## src/rtl/stk_pkg.sv

```systemverilog
package stk_pkg;
  localparam int unsigned WORD_W  = 16;
  localparam int unsigned BYTE_W  = 8;
  localparam int unsigned MASK_W  = 8;
  localparam int unsigned SLOT_N  = 12;
  localparam int unsigned SLOT_IW = $clog2(SLOT_N);
  localparam int unsigned PRE_CYC = 4;   // base cost minus the done cycle
  localparam int unsigned WIDE_LO = 4;   // first mask bit naming a 16-bit register
  localparam int unsigned OTH_HI  = 8;   // slot of the inactive pointer high byte
  localparam int unsigned OTH_LO  = 9;

  typedef enum logic [1:0] {ST_IDLE, ST_PRE, ST_XFER, ST_FIN} stk_state_e;

  // slot order is pull order: CC A B DP Xh Xl Yh Yl Ph Pl PCh PCl
  function automatic logic [SLOT_N-1:0] expand_mask(input logic [MASK_W-1:0] m);
    logic [SLOT_N-1:0] s;
    s = '0;
    for (int i = 0; i < int'(WIDE_LO); i++) s[i] = m[i];
    for (int j = 0; j < int'(MASK_W - WIDE_LO); j++) begin
      s[WIDE_LO + 2*j]     = m[WIDE_LO + j];
      s[WIDE_LO + 2*j + 1] = m[WIDE_LO + j];
    end
    return s;
  endfunction
endpackage

```

## src/rtl/stk_slot_pick.sv

```systemverilog
module stk_slot_pick #(
  parameter int unsigned N  = 12,
  parameter int unsigned IW = $clog2(N)
) (
  input  logic [N-1:0]  pend_i,
  input  logic          hi_first_i,
  output logic [IW-1:0] idx_o,
  output logic [N-1:0]  rest_o
);
  logic [IW-1:0] idx_lo, idx_hi;

  always_comb begin
    idx_lo = '0;
    idx_hi = '0;
    for (int i = N - 1; i >= 0; i--) if (pend_i[i]) idx_lo = IW'(i);
    for (int i = 0; i < N; i++)      if (pend_i[i]) idx_hi = IW'(i);
  end

  assign idx_o  = hi_first_i ? idx_hi : idx_lo;
  assign rest_o = pend_i & ~(N'(1) << idx_o);
endmodule

```

## src/rtl/stk_regfile.sv

```systemverilog
module stk_regfile import stk_pkg::*; #(
  parameter logic [WORD_W-1:0] SYS_RST = 16'h00C0,
  parameter logic [WORD_W-1:0] USR_RST = 16'h0060
) (
  input  logic               clk_i,
  input  logic               rst_ni,
  input  logic               user_i,
  input  logic               wr_en_i,
  input  logic [SLOT_IW-1:0] idx_i,
  input  logic [BYTE_W-1:0]  wdata_i,
  output logic [BYTE_W-1:0]  rdata_o,
  input  logic               step_en_i,
  input  logic               step_down_i,
  output logic [WORD_W-1:0]  act_sp_o,
  output logic [WORD_W-1:0]  sys_sp_o,
  output logic [WORD_W-1:0]  usr_sp_o
);
  logic [BYTE_W-1:0] gp_q [SLOT_N];
  logic [WORD_W-1:0] sys_q, usr_q, sys_d, usr_d, oth;
  logic              oth_hit, gp_hit;

  assign oth     = user_i ? sys_q : usr_q;
  assign oth_hit = (idx_i == SLOT_IW'(OTH_HI)) || (idx_i == SLOT_IW'(OTH_LO));
  assign gp_hit  = !oth_hit && (idx_i < SLOT_IW'(SLOT_N));

  always_comb begin
    sys_d = sys_q;
    usr_d = usr_q;
    if (step_en_i) begin
      if (user_i) usr_d = step_down_i ? usr_q - 1'b1 : usr_q + 1'b1;
      else        sys_d = step_down_i ? sys_q - 1'b1 : sys_q + 1'b1;
    end
    if (wr_en_i && oth_hit) begin
      if (idx_i == SLOT_IW'(OTH_HI)) begin
        if (user_i) sys_d[WORD_W-1:BYTE_W] = wdata_i;
        else        usr_d[WORD_W-1:BYTE_W] = wdata_i;
      end else begin
        if (user_i) sys_d[BYTE_W-1:0] = wdata_i;
        else        usr_d[BYTE_W-1:0] = wdata_i;
      end
    end
  end

  always_ff @(posedge clk_i or negedge rst_ni) begin
    if (!rst_ni) begin
      sys_q <= SYS_RST;
      usr_q <= USR_RST;
      for (int i = 0; i < int'(SLOT_N); i++) gp_q[i] <= '0;
    end else begin
      sys_q <= sys_d;
      usr_q <= usr_d;
      if (wr_en_i && gp_hit) gp_q[idx_i] <= wdata_i;
    end
  end

  always_comb begin
    if (idx_i == SLOT_IW'(OTH_HI))      rdata_o = oth[WORD_W-1:BYTE_W];
    else if (idx_i == SLOT_IW'(OTH_LO)) rdata_o = oth[BYTE_W-1:0];
    else if (gp_hit)                    rdata_o = gp_q[idx_i];
    else                                rdata_o = '0;
  end

  assign act_sp_o = user_i ? usr_q : sys_q;
  assign sys_sp_o = sys_q;
  assign usr_sp_o = usr_q;
endmodule

```

## src/rtl/stk_seq_ctrl.sv

```systemverilog
module stk_seq_ctrl import stk_pkg::*; (
  input  logic               clk_i,
  input  logic               rst_ni,
  input  logic               start_i,
  input  logic               push_i,
  input  logic               user_i,
  input  logic [MASK_W-1:0]  mask_i,
  output logic               busy_o,
  output logic               done_o,
  output logic               xfer_o,
  output logic               push_q_o,
  output logic               user_q_o,
  output logic [SLOT_IW-1:0] slot_o
);
  localparam int unsigned CW = (PRE_CYC > 1) ? $clog2(PRE_CYC) : 1;

  stk_state_e        state_q;
  logic [CW-1:0]     cnt_q;
  logic [SLOT_N-1:0] pend_q, rest;
  logic              push_q, user_q;

  stk_slot_pick #(.N(SLOT_N), .IW(SLOT_IW)) u_pick (
    .pend_i    (pend_q),
    .hi_first_i(push_q),
    .idx_o     (slot_o),
    .rest_o    (rest)
  );

  always_ff @(posedge clk_i or negedge rst_ni) begin
    if (!rst_ni) begin
      state_q <= ST_IDLE;
      cnt_q   <= '0;
      pend_q  <= '0;
      push_q  <= 1'b0;
      user_q  <= 1'b0;
    end else begin
      unique case (state_q)
        ST_IDLE: if (start_i) begin
          pend_q  <= expand_mask(mask_i);
          push_q  <= push_i;
          user_q  <= user_i;
          cnt_q   <= '0;
          state_q <= ST_PRE;
        end
        ST_PRE: begin
          cnt_q <= cnt_q + 1'b1;
          if (cnt_q == CW'(PRE_CYC - 1)) state_q <= (|pend_q) ? ST_XFER : ST_FIN;
        end
        ST_XFER: begin
          pend_q <= rest;
          if (rest == '0) state_q <= ST_FIN;
        end
        ST_FIN: state_q <= ST_IDLE;
        default: state_q <= ST_IDLE;
      endcase
    end
  end

  assign busy_o   = (state_q != ST_IDLE);
  assign done_o   = (state_q == ST_FIN);
  assign xfer_o   = (state_q == ST_XFER);
  assign push_q_o = push_q;
  assign user_q_o = user_q;
endmodule

```

## src/rtl/stk_push_pull.sv

```systemverilog
module stk_push_pull import stk_pkg::*; #(
  parameter logic [WORD_W-1:0] SYS_SP_RST = 16'h00C0,
  parameter logic [WORD_W-1:0] USR_SP_RST = 16'h0060
) (
  input  logic              clk_i,
  input  logic              rst_ni,
  input  logic              start_i,
  input  logic              push_i,
  input  logic              user_stack_i,
  input  logic [MASK_W-1:0] sel_mask_i,
  output logic              busy_o,
  output logic              done_o,
  output logic [WORD_W-1:0] mem_addr_o,
  output logic              mem_we_o,
  output logic              mem_re_o,
  output logic [BYTE_W-1:0] mem_wdata_o,
  input  logic [BYTE_W-1:0] mem_rdata_i,
  output logic [WORD_W-1:0] sys_sp_o,
  output logic [WORD_W-1:0] usr_sp_o
);
  logic               xfer, push_q, user_q;
  logic [SLOT_IW-1:0] slot;
  logic [WORD_W-1:0]  act_sp;

  stk_seq_ctrl u_ctrl (
    .clk_i   (clk_i),
    .rst_ni  (rst_ni),
    .start_i (start_i),
    .push_i  (push_i),
    .user_i  (user_stack_i),
    .mask_i  (sel_mask_i),
    .busy_o  (busy_o),
    .done_o  (done_o),
    .xfer_o  (xfer),
    .push_q_o(push_q),
    .user_q_o(user_q),
    .slot_o  (slot)
  );

  stk_regfile #(.SYS_RST(SYS_SP_RST), .USR_RST(USR_SP_RST)) u_rf (
    .clk_i      (clk_i),
    .rst_ni     (rst_ni),
    .user_i     (user_q),
    .wr_en_i    (xfer && !push_q),
    .idx_i      (slot),
    .wdata_i    (mem_rdata_i),
    .rdata_o    (mem_wdata_o),
    .step_en_i  (xfer),
    .step_down_i(push_q),
    .act_sp_o   (act_sp),
    .sys_sp_o   (sys_sp_o),
    .usr_sp_o   (usr_sp_o)
  );

  // push writes below the pointer, pull reads at it
  assign mem_addr_o = push_q ? act_sp - 1'b1 : act_sp;
  assign mem_we_o   = xfer && push_q;
  assign mem_re_o   = xfer && !push_q;
endmodule

```

## config.mk

```make
export PLATFORM = sky130hd
export DESIGN_NAME = stk_push_pull
export DESIGN_NICKNAME = d
export VERILOG_FILES = /design/src/rtl/stk_pkg.sv /design/src/rtl/stk_slot_pick.sv /design/src/rtl/stk_regfile.sv /design/src/rtl/stk_seq_ctrl.sv /design/src/rtl/stk_push_pull.sv
export SDC_FILE = /design/constraint.sdc
export NUM_CORES = 1
export LEC_CHECK = 0
export ABC_AREA = 1
export BUFFER_PORTS_ARGS = -buffer_cell sky130_fd_sc_hd__buf_2
export CAP_MARGIN = 40
export CORE_MARGIN = 2
export CORE_UTILIZATION = 55
export DETAILED_ROUTE_END_ITERATION = 7
export PLACE_DENSITY = 0.74
export SLEW_MARGIN = 0
export SYNTH_ARGS = -nofsm -noshare
export SYNTH_HDL_FRONTEND = slang
export SYNTH_HIERARCHICAL = 1
export SYNTH_SLANG_ARGS = --single-unit
```

## constraint.sdc

```tcl
create_clock -name clk_i -period 3.13 [get_ports clk_i]
set_input_delay 0 -clock clk_i [delete_from_list [all_inputs] [get_ports clk_i]]
set_output_delay 0 -clock clk_i [all_outputs]
set_load 0.005 [all_outputs]
```

== Word level (Yosys, flattened, before mapping) ==
Index checks and enable logic that the tools add are counted.

* Bits in registers: 146
* Latch bits: 0
* Bits in writable memories: 0
* ROM bits: 0
* Input bits: 21
* Output and inout port bits: 60
* Logic and storage cells: 121
* Memories kept: 0

* Add/subtract/negate cells: 6
* Multipliers: 0
* Div/mod/pow operators: 0
* Order comparisons: 3
* Equality and inequality tests: 9
* Shifts and indexed selects: 1
* Mux-type cells: 61
* Bitwise logic cells: 3
* Reduce and logical (&&, ||, !) cells: 19

{| class="wikitable"
|+ Operators with widths
! cell !! count
|-
| 16-bit 2-to-1 mux || 11
|-
| 8-bit 2-to-1 mux || 14
|-
| 96-bit bitwise mux || 1
|-
| 4-bit 2-to-1 mux || 23
|-
| 16-bit by 1-bit subtractor with 16-bit output, second input constant || 3
|-
| 16-bit by 1-bit adder with 16-bit output, second input constant || 2
|-
| 8-bit binary-select mux with 4-bit select || 1
|-
| 8-bit demux with 4-bit select || 1
|-
| 12-bit case mux with 2 select lines || 1
|-
| 12-bit bitwise AND || 1
|-
| 12-bit zero test || 1
|-
| 12-bit 2-to-1 mux || 1
|-
| 12-bit NOT || 1
|-
| 12-bit OR reduction || 1
|-
| 1-bit by 4-bit << shifter with 12-bit output, first input constant || 1
|-
| 4-bit equality test, second input constant || 2
|-
| 2-bit 2-to-1 mux || 4
|-
| 2-bit case mux with 4 select lines || 1
|-
| 2-bit equality test, second input constant || 3
|-
| 1-bit logical AND || 6
|-
| 2-bit AND reduction || 3
|-
| 2-bit nonzero test || 3
|-
| 5-bit >= comparator, second input constant || 1
|-
| 5-bit by 1-bit < comparator with 1-bit output, second input constant || 1
|-
| 12 further kinds || 15
|}

== Longest topological paths before layout ==
* Depth after elaboration: 20
* Depth in mapped cells: 24
* Gate-level depth less buffers: 24

== Modules after synthesis ==
The synthesis kept the hierarchy.

{| class="wikitable"
|+ By module, submodules not included
! module !! times used !! cells an instance !! area an instance (um^2) !! sequential area each (um^2)
|-
| stk_regfile || 1 || 1,114 || 8,002.7 || 3,208.1
|-
| stk_seq_ctrl || 1 || 123 || 985.9 || 450.4
|-
| stk_slot_pick || 1 || 95 || 465.4 || 0.0
|-
| stk_push_pull || 1 || 90 || 452.9 || 0.0
|}

== Worst setup path after synthesis ==
Ideal clock, no wire load.

* Path kind: register to register
* Start: register u_ctrl.push_q, in the netlist u_ctrl/push_q_o
* End: register u_rf.usr_q[2], in the netlist u_rf/usr_sp_o[2]
* Library setup time: 0.129 ns
* Arrival: 2.741 ns
* Data required time: 3.001 ns
* Slack: 0.260 ns
* Cell stages (with the launch flop): 13
* Path buffers: 1
* Clock period less this slack: 2.870 ns
* Cells stage by stage: dfrtp_1 -> nand2_1 -> o211ai_2 -> inv_1 -> inv_1 -> nand2_1 -> inv_1 -> nand3_1 -> nor3_4 -> inv_1 -> buf_2 -> o211ai_1 -> o21ai_1

* Elaborated cells between the ends (all ways): 13
* Those cells by class: 2 x eq/ne; 7 x mux; 4 x reduce/logical

{| class="wikitable"
|+ RTL lines
! element !! RTL line !! text
|-
| from (decl) || stk_seq_ctrl.sv:20 || <nowiki>logic push_q, user_q;</nowiki>
|-
| from (signal assigned) || stk_seq_ctrl.sv:40 || <nowiki>push_q <= push_i;</nowiki>
|-
| 4-bit 2-to-1 mux * || stk_slot_pick.sv:19 || <nowiki>assign idx_o = hi_first_i ? idx_hi : idx_lo;</nowiki>
|-
| via slot[2] || stk_push_pull.sv:22 || <nowiki>logic [SLOT_IW-1:0] slot;</nowiki>
|-
| 4-bit equality test (on tied branches) || stk_regfile.sv:23, stk_regfile.sv:34 ||
|-
| 1-bit logical OR || stk_regfile.sv:23 || <nowiki>assign oth_hit = (idx_i == SLOT_IW'(OTH_HI)) || (idx_i == SLOT_IW'(OTH_LO));</nowiki>
|-
| 1-bit logical AND || stk_regfile.sv:33 || <nowiki>if (wr_en_i && oth_hit) begin</nowiki>
|-
| 16-bit 2-to-1 mux * || stk_regfile.sv:33 ||
|-
| via u_rf.usr_d[2] || stk_regfile.sv:19 || <nowiki>logic [WORD_W-1:0] sys_q, usr_q, sys_d, usr_d, oth;</nowiki>
|-
| to (signal assigned) || stk_regfile.sv:51 || <nowiki>usr_q <= usr_d;</nowiki>
|-
| to (decl) || stk_regfile.sv:19 ||
|}

Mark *: on every way through the listed nets, which the timed path passes. The rest lies on a longest branch.
A chain may end at the register's enable or synchronous reset.

== Worst setup path after layout ==
* Start: register u_ctrl.pend_q[1]
* End: output port mem_wdata_o[5]

* Word-level cells in the longest chain between the ends: 19
* Elaborated cells between the ends (all ways): 27
* Those cells by class: 1 x order compare; 2 x eq/ne; 20 x mux; 1 x bitwise; 3 x reduce/logical

{| class="wikitable"
|+ RTL lines
! element !! RTL line !! text
|-
| from (decl) || stk_seq_ctrl.sv:19 || <nowiki>logic [SLOT_N-1:0] pend_q, rest;</nowiki>
|-
| from (signal assigned) || stk_seq_ctrl.sv:39 || <nowiki>pend_q <= expand_mask(mask_i);</nowiki>
|-
| from (signal assigned) || stk_seq_ctrl.sv:50 || <nowiki>pend_q <= rest;</nowiki>
|-
| 1-bit 2-to-1 mux || stk_slot_pick.sv:16 || <nowiki>for (int i = 0; i < N; i++) if (pend_i[i]) idx_hi = IW'(i);</nowiki>
|-
| 4-bit 2-to-1 mux (10 in a row) || stk_slot_pick.sv:16 ||
|-
| 4-bit 2-to-1 mux * || stk_slot_pick.sv:19 ||
|-
| via slot[0] || stk_push_pull.sv:22 ||
|-
| 4-bit NOT with 5-bit output (implied by the code), or another cell as far along || stk_regfile.sv:59 || <nowiki>else if (gp_hit) rdata_o = gp_q[idx_i];</nowiki>
|-
| 8-bit binary-select mux with 4-bit select or 1-bit logical OR (tied branches) || stk_regfile.sv:59, stk_regfile.sv:23 ||
|-
| 8-bit 2-to-1 mux (implied by the code) or 1-bit zero test (tied branches) || stk_regfile.sv:59, stk_regfile.sv:24 ||
|-
| 8-bit 2-to-1 mux (implied by the code) or 1-bit logical AND (tied branches) || stk_regfile.sv:59, stk_regfile.sv:24 ||
|-
| 8-bit 2-to-1 mux || stk_regfile.sv:59 ||
|-
| 8-bit 2-to-1 mux || stk_regfile.sv:58 || <nowiki>else if (idx_i == SLOT_IW'(OTH_LO)) rdata_o = oth[BYTE_W-1:0];</nowiki>
|-
| 8-bit 2-to-1 mux * || stk_regfile.sv:57 || <nowiki>if (idx_i == SLOT_IW'(OTH_HI)) rdata_o = oth[WORD_W-1:BYTE_W];</nowiki>
|-
| to (decl) || stk_push_pull.sv:16 || <nowiki>output logic [BYTE_W-1:0] mem_wdata_o,</nowiki>
|}

Mark *: on every way through the listed nets, which the timed path passes. The rest lies on a longest branch. The select of a mux whose other input is x is not followed.

==> run summary <==
The run finished with clean final reports. Of the available clock period, the critical path in the final layout requires 93.4%. In this run the standard cell core region covers 17,800 um2.

The H-tree was split into 4 levels. The final hold violation count was 0. For this run, design rule violations remaining after detail routing come to 0.

The time the worst path needs with I/O delays and setup is 2.92 ns, and the final-stage net count is 1,557. During I/O placement, the number of pins put on the boundary was 81. The congestion estimate from routability-driven global placement came to 0.958. Number of antenna violations at the first check in global routing: 0. IR analysis of the VDD net gives a maximum drop of 0.000839 V. Setup slack on the critical path of the routed design comes to 0.207 ns.

The post-synthesis area per instance is 6.97 um2. The classification of the worst-slack hold path is in2reg. The signal arrival time at the worst endpoint was 2.92 ns; the gate count after technology mapping was 1,422. The endpoint of the worst register-to-register path is u_rf/gp_q[95].

Across the run, the number of max-cap violations was 0. The tools report the number of detailed-route iterations in the first pass as 5. The areal power density over the cells was 1330 nW/um2; the max-slew headroom at the worst pin was 47.7%. The post-detailed-route wirelength per cell was 15.8 um. By area the synthesized netlist is led by sky130_fd_sc_hd__dfrtp_1 (36%), sky130_fd_sc_hd__nand2_1 (18%), sky130_fd_sc_hd__inv_1 (6.8%). The tools report the total congestion overflow as 0.

For this configuration, the core starts out at a cell density of 55.5%. The cell family contributing the most delay on the critical path was simple AND/OR/NAND/NOR gates. Along the worst path, the maximum fanout reaches 27. By instance count, the cell type seen most on the critical path is sky130_fd_sc_hd__nand2_1. The depth of the worst register-to-register path works out to 12.

Setup violations remaining at the end of the flow were counted as 0. After synthesis, flip-flops and latches occupy 36.9% of the total area. The global-route wire length before repair came out at 45,600 um. The routed wire length was 27,400 um; the number of flops mapped to enable cells by yosys was 0. The launch instance of the worst register-to-register path was u_ctrl/pend_q[8]. Summed over all nets, the half-perimeter wirelength after detailed placement is 19,700 um. In this run the worst setup path terminates at mem_wdata_o[5]. The clock slew seen by the registers of the worst setup and hold paths was 0.06 ns. The setup slack at placement is 0.373 ns, and the clock latency on the worst-skew pair is 0.43 ns. The most frequently used flop master after synthesis is sky130_fd_sc_hd__dfrtp_1. In this run the static leakage power is 6.05 nW.

The synthesized netlist occupies a cell area of 9910 um2. The number of antenna diodes in the final layout is 0. For the power share of the combinational group, the log shows 63.1%. The total of flip-flops plus latches after synthesis is 146.

Net switching is 51.3% of the power. The cell depth of the worst setup path works out to 22. The cell at the root of the clock tree is sky130_fd_sc_hd__clkbuf_16. Startpoint-to-endpoint class of the critical path: reg2out.

Die outline width: 138 um. The tools report the number of routed nets with antenna violations as 0. Entering global routing, the biggest net connects 62 pins. The longest clock path from root to sink contains 2 buffers. For this block, the via count after detailed routing is 9,543. The synthesized design devotes to its leading area cell type 35.9% of total area. Along the worst hold path, the cell count comes to 4.

The synthesis-to-layout area growth was 13.9%; the per-cell via count in the routed design was 5.48. The number of sinks on the clock net was 146; the overall die area was 19,100 um2. The tools report the total of fill cells in the finished design as 1,638.

The tools report the startpoint kind of the worst setup timing path as a register. The tools report the number of DRC markers in iteration 0 as 833. Of the total power, the clock network draws 13.3%. Port buffer count: 80.

Highest-delay cell along the critical path: sky130_fd_sc_hd__dfrtp_1. Cell internal power was estimated by the tool at 0.00731 W. The run gives 3.13 ns as the required time of the critical path. The design draws 0.0150 W.

The nature of the critical path endpoint was a primary output. In this run, distinct cell masters in the synthesized netlist total 45. In this run, flip-flops and latches consume 23.6% of the power.

The critical path goes through nand2_1 -> nand2_1 -> nand2_1 -> nand2_1 -> nand2_1 -> nand2_1 -> nand2_1 -> nand2_1 -> nand2_1 -> nand2_1 -> nand2_2 -> nand2_8 -> nand2_1 -> clkinv_1 -> buf_6 -> a22oi_1 -> nand2_1 -> nand2_1 -> nand3_1 -> nand2_1 -> nand3_1 -> buf_2. The setup clock skew after layout was 0.0111 ns. The maximum single-stage delay on the critical path was 0.45 ns; the via count of the first global-routing pass was 9,054. Static timing analysis puts the maximum clock frequency at 0.342 GHz. For the net count after synthesis, the log shows 1,480.

Once layout is complete, the utilization of the core stands at 63.2%. The start point of the critical path is u_ctrl/pend_q[1]. The share of post-route cells with drive strength above 1 came out at 12.8%. Across all register-to-register paths, the minimum setup slack is 0.41 ns. The dominant cell type by area after synthesis was sky130_fd_sc_hd__dfrtp_1. During synthesis, Yosys emitted a total of 6 warnings. The proportion of synthesized flip-flops having asynchronous set or reset is 100%.

For the final-report max-slew violation count, the log shows 0. The number of buffers inserted during clock tree synthesis came out at 17. Summed over all nets, the switching power comes to 0.00770 W.

The transition time of the tightest slew-check pin is 0.785 ns. The die boundary height works out to 138 um. Together, buffers and inverters on the worst path number 3.

The floorplan has 49 rows. TritonCTS built the clock tree. For the global-route usage over all layers, the log shows 29.2%.
## sequential cells by signal (all words and copies together), names as in the netlist
register and cells:
u_rf/usr_sp_o 16, u_ctrl/cnt_q 2, u_ctrl/pend_q 12, u_ctrl/user_q_o 1
u_ctrl/push_q_o 1, u_rf/sys_sp_o 16, u_ctrl/state_q 2, u_rf/gp_q 96
## synth_stat cells (all sizes together), types with 12 or more instances
library cell and n:
a31oi 12, nand3 89, inv 192, ha 35
a22oi 57, dfrtp 142, clkbuf 32, buf 30
nor2 103, o21ai 138, nand4 18, nand2 481
a21oi 42
## how the worst min path moves through the flow
stage	slack (ns)	endpoint	startpoint
floorplan	-0.30	u_ctrl/cnt_q[0]	rst_ni
global placement	-0.02	u_rf/gp_q[40]	rst_ni
finish	0.01	u_ctrl/cnt_q[1]	start_i
global route	0.02	u_ctrl/user_q_o	start_i
CTS	0.005	u_ctrl/user_q_o	start_i
detailed placement	-0.02	u_rf/gp_q[45]	rst_ni
## cell families (layout without fill, tap and decap cells)
group	after synthesis	in the layout	synth area share, %
flops	146	146	36.9
buf+inv	256	346	10.5
xor+xnor	19	19	1.68
mux	2	2	0.227
compound gates	258	258	15.2
fa+ha+maj	37	37	4.82
simple gates	704	704	30.6
## per-stage QoR
step / TNS, ns / std cells / hold WS, ns / instance area (um2)
2_1_floorplan: 0 / 1422 / -0.296 / 9910
3_3_place_gp: 0 / 1684 / -0.0238 / 10400
3_5_place_dp: 0 / 1684 / -0.0212 / 10400
4_1_cts: 0 / 1736 / 0.00482 / 11200
5_1_grt: -0.000160 / 1741 / 0.0223 / 11300
6_report: 0 / 1741 / 0.0149 / 11300
## routing by layer
metal / global-route usage (%) / part of all wire (%) / up-vias
met5: 0 / 0 / -
met1: 41.5 / 44 / 4383
li1: - / - / 4724
met3: 4.50 / 6.8 / 58
met2: 46.1 / 46 / 378
met4: 9.88 / 2.7 / 0
## final cells by class
type / count / area [um2] / share of cell area (%)
inverters: 194 / 741 / 6.57
well taps: 229 / 287 / 2.54
flip-flops and latches: 146 / 3660 / 32.5
clock buffers: 18 / 429 / 3.80
multi-input cells: 1020 / 5230 / 46.4
repair buffers: 120 / 785 / 6.96
clock inverters: 14 / 145 / 1.29
## power groups by stage
stage	clock network (W)	logic [W]	registers, W
finish	0.00199	0.00948	0.00354
global route	0.00211	0.0107	0.00365
CTS	0.00203	0.00918	0.00352
detailed placement	0	0.00909	0.00354
global placement	0	0.00893	0.00352
floorplan	0	0.00663	0.00335
## timing repair
action	CTS	global route
setup endpoints to repair	0	9
hold buffers	20	0
resized for setup	0	10
setup buffers	0	5
hold endpoints to repair	140	0
## worst register-to-register path, stage by stage (launching register included)
cell	delay (ns)
sky130_fd_sc_hd__dfrtp_1	0.43
sky130_fd_sc_hd__nor2_4	0.14
sky130_fd_sc_hd__nand2_1	0.06
sky130_fd_sc_hd__nand2_1	0.06
sky130_fd_sc_hd__nand2_1	0.07
sky130_fd_sc_hd__nand3_2	0.07
sky130_fd_sc_hd__nand3_2	0.08
sky130_fd_sc_hd__o21ai_4	0.23
sky130_fd_sc_hd__buf_4	0.16
sky130_fd_sc_hd__a21oi_1	0.08
sky130_fd_sc_hd__nor2_2	0.34
sky130_fd_sc_hd__nand3_1	0.51
sky130_fd_sc_hd__o21ai_0	0.37
## cell usage in the layout (no fill, tap or decap), types with 5 or more instances in the layout
master                          synthesis  routed
sky130_fd_sc_hd__dfrtp_1              142     140
sky130_fd_sc_hd__nand2_4                5       5
sky130_fd_sc_hd__a31oi_1               12      12
sky130_fd_sc_hd__nand3_1               86      86
sky130_fd_sc_hd__a22oi_1               57      55
sky130_fd_sc_hd__a21oi_1               42      42
sky130_fd_sc_hd__o21ai_0              129     129
sky130_fd_sc_hd__nand2_2               10       9
sky130_fd_sc_hd__nor2_1                90      90
sky130_fd_sc_hd__ha_1                  35      35
sky130_fd_sc_hd__buf_2                 23      79
sky130_fd_sc_hd__xnor2_1                9       9
sky130_fd_sc_hd__nor2_2                 5       5
sky130_fd_sc_hd__nand3b_1               5       5
sky130_fd_sc_hd__clkbuf_16              0      17
sky130_fd_sc_hd__inv_2                  9       9
sky130_fd_sc_hd__nor2_4                 5       5
sky130_fd_sc_hd__buf_6                  4       5
sky130_fd_sc_hd__buf_4                  3      15
sky130_fd_sc_hd__o211ai_1               5       5
sky130_fd_sc_hd__nand4_1               17      17
sky130_fd_sc_hd__nand2_1              466     466
sky130_fd_sc_hd__inv_1                180     179
sky130_fd_sc_hd__dlygate4sd3_1          0      20
sky130_fd_sc_hd__xor2_1                10      10
(Power assumes the default switching activity.)
